==> src/rtl/pcm_tsa_pkg.sv <==
// Package: shared constants and types for the time-slot assignment controller.
// Assumes an 8-bit control word whose last six bits carry the slot number.
package pcm_tsa_pkg;
    localparam int CMD_BITS  = 8;
    localparam int SLOT_BITS = 6;
    localparam int SCNT_BITS = 8;
    localparam int BPS       = 8;   // bit clocks per slot

    // Control shifter phases
    typedef enum logic [1:0] {
        SH_IDLE  = 2'd0,
        SH_SHIFT = 2'd1,
        SH_WAIT  = 2'd2
    } sh_state_t;

    // Decoded control word, B1 in the top bit
    typedef struct packed {
        logic                 enc_n;
        logic                 dec_n;
        logic [SLOT_BITS-1:0] slot;
    } ctl_word_t;
endpackage

==> src/rtl/tsa_sync_bit.sv <==
// Module: brings an asynchronous level into the clk domain through a flop chain.
// Assumes STAGES >= 2; output latency equals STAGES cycles.
module tsa_sync_bit #(
    parameter int STAGES = 2
) (
    input  logic clk,
    input  logic rst_n,
    input  logic din,
    output logic dout
);
    logic [STAGES-1:0] chain;

    // Shift the input through the synchronizer chain
    always_ff @(posedge clk) begin
        if (!rst_n) chain <= '0;
        else        chain <= {chain[STAGES-2:0], din};
    end

    assign dout = chain[STAGES-1];
endmodule

==> src/rtl/tsa_edge_det.sv <==
// Module: synchronizes an asynchronous strobe and emits a one-cycle pulse
// on the chosen edge. FALLING picks the falling edge variant.
// Assumes the input stays in each level for more than STAGES+1 clk cycles.
module tsa_edge_det #(
    parameter int STAGES  = 2,
    parameter bit FALLING = 1'b0
) (
    input  logic clk,
    input  logic rst_n,
    input  logic din,
    output logic pulse
);
    logic lvl;
    logic lvl_d;

    tsa_sync_bit #(.STAGES(STAGES)) u_sync (
        .clk  (clk),
        .rst_n(rst_n),
        .din  (din),
        .dout (lvl)
    );

    // Remember the previous synchronized level
    always_ff @(posedge clk) begin
        if (!rst_n) lvl_d <= 1'b0;
        else        lvl_d <= lvl;
    end

    generate
        if (FALLING) begin : g_fall
            assign pulse = lvl_d & ~lvl;
        end else begin : g_rise
            assign pulse = lvl & ~lvl_d;
        end
    endgenerate
endmodule

==> src/rtl/tsa_ctl_shifter.sv <==
// Module: collects the serial control word and releases it as a one-cycle
// apply pulse at the second frame sync after the word started.
// Assumes edge pulses are one clk cycle wide; frame sync wins over a
// control edge that arrives in the same cycle.
module tsa_ctl_shifter
    import pcm_tsa_pkg::*;
#(
    parameter int NBITS = CMD_BITS,
    localparam int CNT_W = $clog2(NBITS + 2)
) (
    input  logic             clk,
    input  logic             rst_n,
    input  logic             ctl_fall,
    input  logic             ctl_bit,
    input  logic             fs_rise,
    output logic             cmd_apply,
    output logic [NBITS-1:0] cmd_word,
    output logic [CNT_W-1:0] bit_cnt
);
    localparam logic [CNT_W-1:0] FULL = CNT_W'(NBITS);
    localparam logic [CNT_W-1:0] OVER = CNT_W'(NBITS + 1);

    sh_state_t state;

    // Shift, count and frame-align the control word
    always_ff @(posedge clk) begin
        if (!rst_n) begin
            state     <= SH_IDLE;
            cmd_word  <= '0;
            bit_cnt   <= '0;
            cmd_apply <= 1'b0;
        end else begin
            cmd_apply <= 1'b0;
            unique case (state)
                SH_IDLE: begin
                    if (ctl_fall && !fs_rise) begin
                        cmd_word <= {cmd_word[NBITS-2:0], ctl_bit};
                        bit_cnt  <= CNT_W'(1);
                        state    <= SH_SHIFT;
                    end
                end
                SH_SHIFT: begin
                    if (fs_rise) begin
                        bit_cnt <= '0;
                        state   <= (bit_cnt == FULL) ? SH_WAIT : SH_IDLE;
                    end else if (ctl_fall) begin
                        cmd_word <= {cmd_word[NBITS-2:0], ctl_bit};
                        bit_cnt  <= (bit_cnt >= FULL) ? OVER : bit_cnt + 1'b1;
                    end
                end
                SH_WAIT: begin
                    if (fs_rise) begin
                        cmd_apply <= 1'b1;
                        state     <= SH_IDLE;
                    end
                end
                default: state <= SH_IDLE;
            endcase
        end
    end
endmodule

==> src/rtl/tsa_slot_timer.sv <==
// Module: counts bit clocks within a frame and reports the current slot.
// Assumes frame sync restarts the count; the slot number saturates at its top.
module tsa_slot_timer
    import pcm_tsa_pkg::*;
#(
    parameter int BITS_PER_SLOT = BPS,
    parameter int CW            = SCNT_BITS,
    localparam int PW           = $clog2(BITS_PER_SLOT)
) (
    input  logic          clk,
    input  logic          rst_n,
    input  logic          fs_rise,
    input  logic          bclk_rise,
    output logic [CW-1:0] slot_cnt
);
    localparam logic [PW-1:0] LAST = PW'(BITS_PER_SLOT - 1);
    logic [PW-1:0] phase;

    // Advance bit phase and slot number, restart on frame sync
    always_ff @(posedge clk) begin
        if (!rst_n) begin
            phase    <= '0;
            slot_cnt <= '0;
        end else if (fs_rise) begin
            phase    <= '0;
            slot_cnt <= '0;
        end else if (bclk_rise) begin
            if (phase == LAST) begin
                phase <= '0;
                if (slot_cnt != '1) slot_cnt <= slot_cnt + 1'b1;
            end else begin
                phase <= phase + 1'b1;
            end
        end
    end
endmodule

==> src/rtl/pcm_tsa_ctrl.sv <==
// Module: top of the codec time-slot assignment controller. Holds slot
// registers and power state, applies decoded commands, and drives the
// transmit and receive enables from the slot counter.
// Assumes all inputs are asynchronous to clk and slower than a few cycles.
module pcm_tsa_ctrl
    import pcm_tsa_pkg::*;
#(
    parameter int SYNC_STAGES = 2
) (
    input  logic clk,
    input  logic rst_n,
    input  logic ctl_clk,
    input  logic ctl_data,
    input  logic fsync,
    input  logic bit_clk,
    output logic tx_en,
    output logic rx_en,
    output logic powered_up,
    output logic slot_active
);
    localparam int CNT_W = $clog2(CMD_BITS + 2);
    localparam int PAD   = SCNT_BITS - SLOT_BITS;

    logic                 ctl_fall;
    logic                 fs_rise;
    logic                 bclk_rise;
    logic                 data_s;
    logic                 cmd_apply;
    logic [CMD_BITS-1:0]  cmd_raw;
    logic [CNT_W-1:0]     bit_cnt;
    logic [SCNT_BITS-1:0] slot_cnt;
    logic [SLOT_BITS-1:0] enc_slot;
    logic [SLOT_BITS-1:0] dec_slot;
    logic                 settle;
    ctl_word_t            cmd;

    tsa_edge_det #(.STAGES(SYNC_STAGES), .FALLING(1'b1)) u_ctl_edge (
        .clk(clk), .rst_n(rst_n), .din(ctl_clk), .pulse(ctl_fall));
    tsa_edge_det #(.STAGES(SYNC_STAGES), .FALLING(1'b0)) u_fs_edge (
        .clk(clk), .rst_n(rst_n), .din(fsync), .pulse(fs_rise));
    tsa_edge_det #(.STAGES(SYNC_STAGES), .FALLING(1'b0)) u_bclk_edge (
        .clk(clk), .rst_n(rst_n), .din(bit_clk), .pulse(bclk_rise));
    tsa_sync_bit #(.STAGES(SYNC_STAGES)) u_data_sync (
        .clk(clk), .rst_n(rst_n), .din(ctl_data), .dout(data_s));

    tsa_ctl_shifter #(.NBITS(CMD_BITS)) u_shift (
        .clk      (clk),
        .rst_n    (rst_n),
        .ctl_fall (ctl_fall),
        .ctl_bit  (data_s),
        .fs_rise  (fs_rise),
        .cmd_apply(cmd_apply),
        .cmd_word (cmd_raw),
        .bit_cnt  (bit_cnt)
    );

    tsa_slot_timer #(.BITS_PER_SLOT(BPS), .CW(SCNT_BITS)) u_timer (
        .clk      (clk),
        .rst_n    (rst_n),
        .fs_rise  (fs_rise),
        .bclk_rise(bclk_rise),
        .slot_cnt (slot_cnt)
    );

    assign cmd = ctl_word_t'(cmd_raw);

    // Apply commands, track power state and the settling frame
    always_ff @(posedge clk) begin
        if (!rst_n) begin
            enc_slot   <= '0;
            dec_slot   <= '0;
            powered_up <= 1'b0;
            settle     <= 1'b0;
        end else if (cmd_apply) begin
            if (cmd.enc_n && cmd.dec_n) begin
                powered_up <= 1'b0;
                settle     <= 1'b0;
            end else begin
                if (!cmd.enc_n) enc_slot <= cmd.slot;
                if (!cmd.dec_n) dec_slot <= cmd.slot;
                if (!powered_up) settle <= 1'b1;
                powered_up <= 1'b1;
            end
        end else if (fs_rise) begin
            settle <= 1'b0;
        end
    end

    // Enables follow the slot match once powered and settled
    always_comb begin
        tx_en = powered_up && !settle && (slot_cnt == {{PAD{1'b0}}, enc_slot});
        rx_en = powered_up && !settle && (slot_cnt == {{PAD{1'b0}}, dec_slot});
        slot_active = tx_en | rx_en;
    end
endmodule

==> config.mk <==
export PLATFORM = sky130hd
export DESIGN_NAME = pcm_tsa_ctrl
export DESIGN_NICKNAME = d
export VERILOG_FILES = /design/src/rtl/pcm_tsa_pkg.sv /design/src/rtl/tsa_sync_bit.sv /design/src/rtl/tsa_edge_det.sv /design/src/rtl/tsa_ctl_shifter.sv /design/src/rtl/tsa_slot_timer.sv /design/src/rtl/pcm_tsa_ctrl.sv
export SDC_FILE = /design/constraint.sdc
export NUM_CORES = 1
export LEC_CHECK = 0
export ABC_AREA = 1
export BUFFER_PORTS_ARGS = -buffer_cell sky130_fd_sc_hd__buf_4
export CAP_MARGIN = 25
export CELL_PAD_IN_SITES_DETAIL_PLACEMENT = 1
export CELL_PAD_IN_SITES_GLOBAL_PLACEMENT = 1
export CORE_ASPECT_RATIO = 0.75
export CORE_MARGIN = 2
export CORE_UTILIZATION = 45
export CTS_BUF_LIST = sky130_fd_sc_hd__clkbuf_2
export DETAILED_ROUTE_END_ITERATION = 6
export GPL_TIMING_DRIVEN = 1
export PLACE_DENSITY = 0.78
export SETUP_SLACK_MARGIN = 0.15
export SLEW_MARGIN = 20
export SYNTH_ARGS = -nofsm -noshare
export SYNTH_HDL_FRONTEND = slang
export SYNTH_SLANG_ARGS = --single-unit
export TNS_END_PERCENT = 20
==> constraint.sdc <==
create_clock -name clk -period 1.9 [get_ports clk]
set_clock_uncertainty 0.15 [all_clocks]
set_input_delay 0.19 -clock clk [delete_from_list [all_inputs] [get_ports clk]]
set_output_delay 0.19 -clock clk [all_outputs]
set_load 0.03 [all_outputs]
# Yosys cells after proc, flatten, opt, wreduce, memory -nomap -nowiden
# Cells that the tools add are included.
[classes] n_addsub=3 div_mod_pow=0 order_cmp=1 eq_ne=14 n_mux=21 n_shift=0 n_bitwise=11 multipliers=0 reduce_logical=19
[op_table] operator="$mux W8" n=3
[op_table] operator="$eq A8 B6 Y1" n=2
[op_table] operator="$mux W4" n=4
[op_table] operator="$pmux W8 S2" n=1
[op_table] operator="$reduce_and A3 Y1" n=5
[op_table] operator="$add A8 B1 Y8 const B" n=1
[op_table] operator="$mux W2" n=4
[op_table] operator="$ne A2 B1 Y1 const B" n=4
[op_table] operator="$ne A8 B8 Y1 const B" n=1
[op_table] operator="$pmux W4 S2" n=1
[op_table] operator="$not A1 Y1" n=7
[op_table] operator="$mux W1" n=6
[op_table] operator="$pmux W2 S3" n=1
[op_table] operator="$logic_and A1 B1 Y1" n=5
[op_table] operator="$add A4 B1 Y4 const B" n=1
[op_table] operator="$eq A4 B4 Y1 const B" n=1
[op_table] operator="$ge A4 B4 Y1 const B" n=1
[op_table] operator="$reduce_and A2 Y1" n=2
[op_table] operator="$reduce_and A4 Y1" n=1
[op_table] operator="$reduce_bool A2 Y1" n=2
[op_table] operator="$add A3 B1 Y3 const B" n=1
[op_table] operator="$and A1 B1 Y1" n=3
[op_table] operator="$eq A3 B3 Y1 const B" n=1
[op_table] operator="$mux W3" n=1
[op_table] operator="other kinds (9)" n=10
[totals] n_memories=0 latch_bits=0 out_inout_bits=4 regBits=51 word_cells=86 mem_bits_rw=0 mem_bits_ro=0

# Logic depth before layout (Yosys ltp)
# Gate-level depths: netlist of run 1.
[depth] ltp_word=6 mapped_depth=8 ltp_nobuf=8

# By module
# From an unflattened synthesis of run 1, not the netlist that was laid out.
[hier_totals] hier_cells=329 hier_area_um2=2347.3
[by_module_without_submodules] mod="pcm_tsa_ctrl" cells_per_inst=112 area_each_um2=738.2 seq_area_each_um2=280.3 n_inst=1
[by_module_without_submodules] mod="tsa_ctl_shifter" cells_per_inst=88 area_each_um2=665.6 seq_area_each_um2=300.3 n_inst=1
[by_module_without_submodules] mod="tsa_slot_timer" cells_per_inst=90 area_each_um2=613.1 seq_area_each_um2=220.2 n_inst=1
[by_module_without_submodules] mod="tsa_sync_bit" cells_per_inst=6 area_each_um2=55.1 seq_area_each_um2=40.0 n_inst=4
[by_module_without_submodules] mod="tsa_edge_det at u_bclk_edge ..." cells_per_inst=5 area_each_um2=37.5 seq_area_each_um2=20.0 n_inst=2
[by_module_without_submodules] mod="tsa_edge_det at u_ctl_edge" cells_per_inst=5 area_each_um2=35.0 seq_area_each_um2=20.0 n_inst=1

# Least setup slack after synthesis of run 1
# No wires, ideal clock.
[synth_timing] path_kind="flip-flop to output port" startpoint="register powered_up" endpoint="output port slot_active" required_ns=1.560 stages_incl_launch_ff=7 arrival_ns=1.413 slack_ns=0.147 path_cell_list="dfxtp_1 nand3_1 a21oi_1 nand2_1 nor2_2 inv_2 nand2_1"
[synth_between] elab_chain_len=3 elab_cells_between_ends=4 classes_between="1 x bitwise; 3 x reduce/logical"
[synth_lines] element="start, declared" line="pcm_tsa_ctrl.sv:18" rtl="output logic powered_up,"
[synth_lines] element="start signal, assigned" line="pcm_tsa_ctrl.sv:72" rtl="powered_up <= 1'b0;"
[synth_lines] element="start signal, assigned" line="pcm_tsa_ctrl.sv:76" rtl="powered_up <= 1'b0;"
[synth_lines] element="start signal, assigned" line="pcm_tsa_ctrl.sv:82" rtl="powered_up <= 1'b1;"
[synth_lines] element="$logic_and A1 B1 Y1 (2 in a row)" line="pcm_tsa_ctrl.sv:91" rtl="tx_en = powered_up && !settle && (slot_cnt == {{PAD{1'b0}}, enc_slot});"
[synth_lines] element="net tx_en" line="pcm_tsa_ctrl.sv:16" rtl="output logic tx_en,"
[synth_lines] element="$or A1 B1 Y1" line="pcm_tsa_ctrl.sv:93" rtl="slot_active = tx_en | rx_en;"
[synth_lines] element="end, declared" line="pcm_tsa_ctrl.sv:19" rtl="output logic slot_active"
# The timed path passes the listed nets, and every way through them passes these cells.

# Worst setup path in the final report of run 1
[layout_timing] startpoint="register u_timer.slot_cnt[2]" endpoint="output port slot_active"
[layout_between] elab_chain_len=3 elab_cells_between_ends=5 classes_between="2 x eq/ne; 1 x bitwise; 2 x reduce/logical"
[layout_lines] element="start, declared" line="tsa_slot_timer.sv:14" rtl="output logic [CW-1:0] slot_cnt"
[layout_lines] element="start signal, assigned" line="tsa_slot_timer.sv:30" rtl="if (slot_cnt != '1) slot_cnt <= slot_cnt + 1'b1;"
[layout_lines] element="$eq A8 B6 Y1 (on tied branches)" line="pcm_tsa_ctrl.sv:91, pcm_tsa_ctrl.sv:92"
[layout_lines] element="$logic_and A1 B1 Y1 (on tied branches)" line="pcm_tsa_ctrl.sv:91, pcm_tsa_ctrl.sv:92"
[layout_lines] element="$or A1 B1 Y1 (*)" line="pcm_tsa_ctrl.sv:93"
# Every way passes the cells marked *; elsewhere a longest branch is shown, timed or not.

==> impl_metrics.tcl, run 1 <==
set metrics [dict create \
    startpoint_type "register" \
    p_leak_uw 0.00120 \
    clock.fmax_ghz 0.510 \
    overflow 0 \
    fillers 629 \
    finalWirelength_mm 5.51 \
    synthCells 313 \
    r2r_cells 8 \
    yosys-top-cells-area "dfxtp_1 44%, nand2_1 9.8%, nor2_1 9.3%" \
    timing_worst_setup_path_type "register to output pin" \
    setup_viol 3 \
    regArea_um2 1040 \
    ant_nets 0 \
    rsz0062_at_grt "true" \
    powerDensity_nw_per_um2 635 \
    arrival_ns 1.62 \
    setup_slack_ns -0.0608 \
    cts-root-buf "clkbuf_2" \
    multi_input_area_um2 1090 \
    synth-seq-cells 51 \
    wl_per_cell_um 13.9 \
    yosysTopAreaCell "dfxtp_1" \
    die_h_um 65.8 \
    finalCritPeriodShare_pct 103 \
    synth_top_area_share_pct 44.5 \
    maxSlewViolCount 0 \
    post-route-min-period_ns 1.96 \
    htreeDepth 2 \
    die_w_um 86.5 \
    drc 0 \
    finalPower_uw 1660 \
    required_ns 1.56 \
    hold_end "u_fs_edge.u_sync.chain[1]" \
    hold_depth 2 \
    seq_area_frac_synth_pct 44.5 \
    grt_pass1_wl_mm 9.46 \
    die_area_um2 5690 \
    clk_pin_slew_ns 0.25 \
    grt_pass1_vias 1994 \
    r2r-end "u_timer.slot_cnt[7]" \
    dp.final_hpwl_mm 3.83 \
    firstDrtPassIters 4 \
    relSlewSlack_pct 64.4 \
    vdd_drop_max_mv 0.460 \
    min-delay-start "u_fs_edge.u_sync.chain[0]" \
    yosys-top-cells-count "60 x nand2_1, 57 x nor2_1, 51 x dfxtp_1" \
    instances_no_fill 397 \
    clk_path_buf_depth 2 \
    synth_edf_count 0 \
    netlist_area_um2 2290 \
    gp_congestion 0.822 \
    cp_max_fo 4 \
    reg2reg_slack_ns 0.24 \
    dp.cells 377 \
    hold_viol 0 \
    core_um2 4900 \
    clock_latency_ns 0.46 \
    avgSynthCellArea_um2 7.33 \
    synth_nets 324 \
    numCtsBuffers 5 \
    end_kind "output pin" \
    vias 1990 \
    num-nets-final 347 \
    first_iter_violations 85 \
    n_antenna_cell 0 \
    grt_max_degree 23 \
    core.rowCount 22 \
    timing.rr.start "u_timer.phase[0]" \
    drive_gt1_share_pct 16.3 \
    clock-sinks 51 \
    area_growth_pct 13.8 \
    start_util_pct 46.8 \
    outcome "finished with violations" \
    worst_pin_slew_ns 0.533 \
    io_buffers 9 \
    routed_via_density 5.01 \
    io_pins 10 \
    synth-async-reset-ratio_pct 0 \
    ys_types 31 \
    cts_tree "done" \
    yosysMostFrequentCell "nand2_1" \
    yosys_warnings 0 \
    antenna_found_initial 0 \
    maxCapViolCount 0 \
    grt_usage_pct 21.6 \
    hp-class "register to register" \
    violations "negative setup slack" \
    synthFlopType "dfxtp_1" \
]
==> flip-flops by register name (all words and copies together), names as in the netlist, 2 cells and up <==
signal / flops
u_bclk_edge.u_sync.chain: 2
dec_slot: 6
u_shift.bit_cnt: 4
u_shift.cmd_word: 8
u_shift.state: 2
u_data_sync.chain: 2
u_timer.phase: 3
enc_slot: 6
u_timer.slot_cnt: 8
u_fs_edge.u_sync.chain: 2
u_ctl_edge.u_sync.chain: 2
==> cells by family after synthesis <==
family	count (synthesis)	synth area share [%]
and+or+nand+nor	154	30.0
DFF	51	44.5
buffers and inverters	50	8.89
AOI/OAI and AO/OA	43	10.1
xor gates and xnor gates	10	3.82
adders and majority gates	5	2.73
==> per-stage QoR <==
stage / setup slack (ns) / hold slack, ns / instance area [µm²] / util, % / setup TNS [ns]
after global placement: 0.355 / 0.222 / 2410 / 49.3 / 0
after floorplan: 0.231 / 0.138 / 2300 / - / 0
after global routing: -0.184 / 0.312 / 2610 / 53.3 / -0.438
final: -0.0608 / 0.287 / 2610 / 53.3 / -0.111
after CTS: -0.111 / 0.278 / 2600 / 53.0 / -0.192
after detailed placement: 0.311 / 0.228 / 2410 / 49.3 / 0
==> how the worst max path moves through the flow <==
stage	from	end	slack, ns	cells past startpoint
after floorplan	powered_up	slot_active	0.23	6
after CTS	u_timer.slot_cnt[7]	slot_active	-0.11	8
after detailed placement	u_timer.slot_cnt[1]	u_timer.slot_cnt[7]	0.31	8
after global placement	u_shift.cmd_apply	dec_slot[4]	0.36	5
final	u_timer.slot_cnt[2]	slot_active	-0.06	7
after global routing	u_timer.slot_cnt[2]	slot_active	-0.18	7
==> area by class of cell <==
| class | count | area share, % |
|---|---|---|
| Inverter | 43 | 6.18 |
| Clock buffer | 6 | 1.15 |
| Tap cell | 60 | 2.87 |
| Clock inverter | 2 | 0.623 |
| Sequential cell | 51 | 39.9 |
| Multi-Input combinational cell | 212 | 41.6 |
| Timing Repair Buffer | 23 | 7.67 |
==> worst max-delay path, stage by stage (launching register included) <==
cell and delay [ns]:
dfxtp_4 0.41, or2_1 0.24, a21oi_2 0.15, nand2_2 0.08, nor2_4 0.09, inv_2 0.04, nand2_2 0.05, buf_6 0.13
==> cells in the final DEF, fill, tap and decap left out <==
master | netlist | layout
inv_6 | 0 | 1
nand2_2 | 4 | 6
nand2_1 | 60 | 58
dfxtp_2 | 0 | 7
dfxtp_1 | 51 | 41
or2_1 | 2 | 3
a21oi_2 | 2 | 4
clkinv_1 | 1 | 1
inv_2 | 6 | 6
nand2_4 | 1 | 1
dfxtp_4 | 0 | 3
inv_1 | 36 | 36
buf_6 | 1 | 2
buf_4 | 2 | 13
clkbuf_2 | 0 | 6
dlygate4sd3_1 | 0 | 8
nor2_4 | 2 | 3
ha_1 | 5 | 5
nor2_1 | 57 | 57
nor3_1 | 3 | 3
clkinvlp_4 | 0 | 1
nand3_4 | 2 | 2
a21oi_1 | 15 | 13
nand4_1 | 4 | 4
xor2_1 | 4 | 4
nand3b_1 | 2 | 2
o211a_1 | 1 | 1
o21ai_1 | 1 | 1
nand3_1 | 15 | 15
o32ai_1 | 1 | 1
o21ai_0 | 23 | 23
xnor2_1 | 6 | 6
==> power by group <==
part | total (µW) | internal [µW] | switching [µW] | leakage (µW)
Sequential | 1100 | 1090 | 12.0 | 0.000420
Clock | 457 | 101 | 356 | 0.0000296
Combinational | 99.0 | 39.7 | 59.3 | 0.000755
==> metal layers <==
metal	wire [µm]	part of all wire (%)	GRT usage (%)	vias up
met5	0	0	0	-
met4	75	1.4	5.86	0
met3	108	2.0	4.24	9
met2	2440	44	33.8	17
met1	2890	52	30.5	940
li1	-	-	-	1024
==> repair_timing <==
item,in CTS,in global routing
endpoints found under the hold margin,16,0
buffers inserted,3,1
hold buffers,8,0
resized for setup,16,4
setup endpoints to repair,3,3
pin swaps,5,3
Power figures use the tool's default switching activity.
==> inputs of run 2 (changes only) <==
- CORE_UTILIZATION: 45 -> 42
- PLACE_DENSITY: 0.78 -> 0.76
- clock period: 1.9 -> 1.74 ns (I/O delays scaled with it)
==> run 2 against run 1 <==
  * The flow still finishes with violations (negative setup slack)
  * Die area is 6.8% higher
  * Combinational power is 11% higher
  * Total power is 8.8% higher
  * Register-to-register slack worse by 0.06 ns
  * Sequential share of layout area is 1.7 points lower
  * Clock-buffer cell count stayed put
  * Core utilization is 1.5 points lower
  * Critical path depth stayed put
  * Flip-flop and latch count stayed put
  * Wire length is 0.93% lower
  * Largest cell class unchanged
  * Largest power group unchanged
==> impl_metrics.tcl, run 2 (synthesis gave the netlist of run 1 again) <==
set metrics [dict create \
    timing_worst_setup_path_type "register to output pin" \
    worstPathBufferInverterCount 2 \
    dp.final_hpwl_mm 3.73 \
    die_w_um 89.4 \
    drc 0 \
    overflow 0 \
    grt_usage_pct 19.4 \
    clk_pin_slew_ns 0.25 \
    grt_pass1_wl_mm 8.95 \
    p_sw_uw 464 \
    required_ns 1.42 \
    clock-sinks 51 \
    timing.rr.start "u_timer.slot_cnt[1]" \
    finalPower_uw 1800 \
    ant_nets 0 \
    worst_path_max_delay_cell "dfxtp_4" \
    n_antenna_cell 0 \
    drive_gt1_share_pct 20.2 \
    cts_tree "done" \
    die_area_um2 6080 \
    min-delay-start "u_bclk_edge.u_sync.chain[0]" \
    slowest_delay_ns 0.42 \
    reg2reg_slack_ns 0.18 \
    grt_max_degree 26 \
    setup_viol 3 \
    relSlewSlack_pct 80.0 \
    powerDensity_nw_per_um2 657 \
    hold_depth 2 \
    p_leak_uw 0.00123 \
    maxSlewViolCount 0 \
    htreeDepth 2 \
    cpMostUsedCell "nand2_2" \
    tns_ns -0.446 \
    arrival_ns 1.59 \
    clkPwrFrac_pct 27.2 \
    vias 2036 \
    layout_common_cells "56 x nand2_1, 56 x nor2_1, 40 x dfxtp_1" \
    antenna_found_initial 0 \
    post-route-min-period_ns 1.91 \
    io_pins 10 \
    gp_congestion 0.822 \
    finalCritPeriodShare_pct 110 \
    firstDrtPassIters 4 \
    critPathTopFamily "simple AND/OR/NAND/NOR gates" \
    grt_pass1_vias 1924 \
    cts-root-buf "clkbuf_2" \
    hold_ws_ns 0.285 \
    start_util_pct 43.3 \
    setup_slack_ns -0.173 \
    hold_viol 0 \
    maxCapViolCount 0 \
    r2r-end "u_timer.slot_cnt[1]" \
    clk_path_buf_depth 2 \
    wl_per_cell_um 13.1 \
    largest_registers "u_shift.cmd_word (8), u_timer.slot_cnt (8)" \
    core.rowCount 23 \
    io_buffers 9 \
    area_growth_pct 19.6 \
    outcome "finished with violations" \
    violations "negative setup slack" \
    die_h_um 68.0 \
    cp_cell_sequence "or2_0 > a21oi_2 > nand2_2 > nor2_4 > inv_2 > nand2_2 > buf_6" \
    first_iter_violations 60 \
    p_sw_share_pct 25.8 \
    startpoint_type "register" \
    numCtsBuffers 5 \
    worst_pin_slew_ns 0.299 \
    r2r_cells 9 \
    seq_power_share_pct 66.7 \
    clock_latency_ns 0.44 \
    p_comb_share_pct 6.1 \
    finalWirelength_mm 5.46 \
    vdd_drop_max_mv 0.347 \
    hold_end "u_bclk_edge.u_sync.chain[1]" \
    num-nets-final 352 \
    routed_via_density 4.88 \
    final_util_pct 51.8 \
    core_um2 5300 \
    cp_max_fo 5 \
    end_kind "output pin" \
    hp-class "register to register" \
    clock.fmax_ghz 0.523 \
    p_int_uw 1340 \
    rsz0062_at_grt "true" \
]
run 2: stage by stage:
step                setup WS, ns  instances  area [µm²]
detailed placement         0.119        394        2450
CTS                       -0.191        415        2640
floorplan                  0.203        313        2300
global placement           0.217        394        2450
global route              -0.275        417        2750
finish                    -0.173        417        2750
run 2: power groups by stage:
stage	Clock, µW	Combinational, µW	Sequential (µW)
floorplan	0	67.9	1230
global placement	0	91.3	1230
detailed placement	0	93.0	1230
CTS	508	109	1200
global route	559	127	1210
finish	491	110	1200
run 2: repair_timing:
item	CTS	global route
buffers inserted	4	2
hold endpoints to repair	15	0
hold buffers	9	0
setup endpoints to repair	6	11
gates resized for setup	11	25
pin swaps	4	5
run 2: routing by layer:
layer | track usage, % | vias to the layer above | wire length (µm)
met1 | 26.1 | 961 | 2700
met5 | 0 | - | 0
met3 | 4.22 | 11 | 142
li1 | - | 1036 | -
met4 | 6.53 | 0 | 97
met2 | 30.9 | 28 | 2520
run 2: tightest hold or removal path, cell delays in order (launching register included):
cell     delay (ns)
dfxtp_1        0.35
nand2_1        0.05
inv_1          0.03
run 2: area by class of cell:
class | count | area, µm²
clock buffers | 6 | 30.0
clock inverters | 2 | 12.5
fillers | 690 | 2550
inverters | 43 | 164
multi-input cells | 212 | 1160
flip-flops and latches | 51 | 1050
well taps | 75 | 93.8
repair buffers | 28 | 240
run 2: worst max path at each step:
stage / start / endpoint / slack [ns] / cells past startpoint
after floorplan: u_timer.slot_cnt[2] / slot_active / 0.20 / 7
after global placement: u_timer.slot_cnt[0] / u_timer.slot_cnt[6] / 0.22 / 7
after detailed placement: u_timer.slot_cnt[1] / u_timer.slot_cnt[6] / 0.12 / 7
after CTS: u_timer.slot_cnt[7] / slot_active / -0.19 / 8
after global routing: u_timer.slot_cnt[2] / slot_active / -0.28 / 7
final: u_timer.slot_cnt[2] / slot_active / -0.17 / 7
==> inputs of run 3 (changes only) <==
- CELL_PAD_IN_SITES_DETAIL_PLACEMENT: 1 -> default
- CELL_PAD_IN_SITES_GLOBAL_PLACEMENT: 1 -> default
- CORE_UTILIZATION: 42 -> 45
- MAX_ROUTING_LAYER: default -> met4
- PLACE_DENSITY: 0.76 -> 0.63
- SETUP_SLACK_MARGIN: 0.15 -> 0.3
==> run 3 against run 2 <==
  * The run still ends with negative setup slack left
  * Sequential power about the same
  * Highest routed layer unchanged
  * Combinational power increased by 5%
  * Flip-flop and latch count did not move
==> impl_metrics.tcl, run 3 (synthesis gave the netlist of run 1 again) <==
set metrics [dict create \
    p_comb_share_pct 6.3 \
    num-nets-final 348 \
    overflow 0 \
    post-route-min-period_ns 1.90 \
    area_growth_pct 23.1 \
    clock.fmax_ghz 0.525 \
    cts_tree "done" \
    end_kind "output pin" \
    setup_viol 3 \
    p_sw_uw 474 \
    outcome "finished with violations" \
    violations "negative setup slack" \
    die_w_um 86.5 \
    first_iter_violations 91 \
    die_h_um 65.8 \
    clk_path_buf_depth 2 \
    p_sw_share_pct 26.1 \
    hold_ws_ns 0.285 \
    relSlewSlack_pct 77.6 \
    clk_pin_slew_ns 0.26 \
    vdd_drop_max_mv 0.478 \
    layout_commonest_cell "nor2_1" \
    maxCapViolCount 0 \
    wl_per_cell_um 12.3 \
    required_ns 1.42 \
    io_pins 10 \
    htreeDepth 2 \
    clkPwrFrac_pct 27.6 \
    ant_nets 0 \
    grt_max_degree 22 \
    hold_viol 0 \
    timing_worst_setup_path_type "register to output pin" \
    grt_pass1_vias 1803 \
    p_int_uw 1340 \
    fillers 474 \
    layout_common_cells "53 x nor2_1, 49 x nand2_1, 36 x dfxtp_1" \
    routed_via_density 4.94 \
    cp_max_fo 5 \
    antenna_found_initial 0 \
    finalPower_uw 1810 \
    finalWirelength_mm 4.91 \
    largest_registers "u_shift.cmd_word (8), u_timer.slot_cnt (8)" \
    maxSlewViolCount 0 \
    start_util_pct 46.8 \
    io_buffers 9 \
    n_antenna_cell 0 \
    arrival_ns 1.58 \
    p_leak_uw 0.00127 \
    gp_congestion 0.832 \
    startpoint_type "register" \
    grt_pass1_wl_mm 8.18 \
    core_um2 4900 \
    core.rowCount 22 \
    powerDensity_nw_per_um2 642 \
    die_area_um2 5690 \
    cts-root-buf "clkbuf_2" \
    firstDrtPassIters 4 \
    seq_power_share_pct 66.1 \
    clock-sinks 51 \
    clock_latency_ns 0.44 \
    setup_slack_ns -0.164 \
    rsz0062_at_grt "true" \
    drive_gt1_share_pct 25.4 \
    vias 1968 \
    grt_usage_pct 19.1 \
    numCtsBuffers 5 \
    drc 0 \
    hp-class "register to register" \
    worst_pin_slew_ns 0.335 \
    dp.final_hpwl_mm 3.29 \
    finalCritPeriodShare_pct 109 \
]
[run 3: cell type report]
| class | count | area [µm²] | share of cell area [%] |
|---|---|---|---|
| multi-input cells | 212 | 1260 | 44.6 |
| flip-flops and latches | 51 | 1060 | 37.4 |
| repair buffers | 24 | 218 | 7.71 |
| inverters | 43 | 169 | 5.98 |
| well taps | 60 | 75.1 | 2.66 |
| clock buffers | 5 | 25.0 | 0.886 |
| clock inverters | 3 | 22.5 | 0.797 |
[run 3: stage by stage]
step | setup TNS [ns] | std cells | setup WS (ns) | area, µm² | util (%)
after floorplan | 0 | 313 | 0.203 | 2300 | -
final | -0.414 | 398 | -0.164 | 2830 | 57.7
after global routing | -0.728 | 398 | -0.273 | 2830 | 57.7
after detailed placement | 0 | 377 | 0.162 | 2420 | 49.4
after global placement | 0 | 377 | 0.189 | 2420 | 49.4
after CTS | -0.504 | 397 | -0.204 | 2680 | 54.6
[run 3: final timing paths]
| path | cells after the start | startpoint | end | slack (ns) |
|---|---|---|---|---|
| max | 7 | u_timer.slot_cnt[2] | slot_active | -0.16 |
| min | 2 | u_bclk_edge.u_sync.chain[0] | u_bclk_edge.u_sync.chain[1] | 0.28 |
| max reg2reg | 8 | u_timer.phase[0] | u_timer.slot_cnt[4] | 0.16 |
| min reg2reg | 2 | u_bclk_edge.u_sync.chain[0] | u_bclk_edge.u_sync.chain[1] | 0.28 |
[run 3: repair_timing]
item                                    4_1_cts  5_1_grt
hold buffers                                  9        0
hold endpoints to repair                     19        0
endpoints found under the setup margin       14       27
setup buffers                                 3        1
cloned                                        0        0
gates resized for setup                      31       41
pin swaps                                     7       24
[run 3: power groups by stage]
| stage | sequential (µW) | clock [µW] | combinational, µW |
|---|---|---|---|
| global route | 1200 | 575 | 131 |
| global placement | 1230 | 0 | 88.8 |
| floorplan | 1230 | 0 | 67.9 |
| detailed placement | 1230 | 0 | 89.7 |
| finish | 1200 | 500 | 115 |
| CTS | 1200 | 526 | 108 |
[run 3: per-layer routing]
layer	share of wire, %	global-route usage, %	vias to the layer above
met5	0	-	-
met4	1.2	6.45	0
met3	2.6	3.75	7
met2	44	29.3	23
met1	52	25.5	908
li1	-	-	1030
[run 3: worst max-delay path, cell delays in order, from the launching register on]
cell and delay (ns):
dfxtp_4 0.42, or2_1 0.22, a21oi_2 0.13, nand2_2 0.08, nor2_4 0.09, inv_2 0.04
nand2_2 0.05, buf_6 0.12
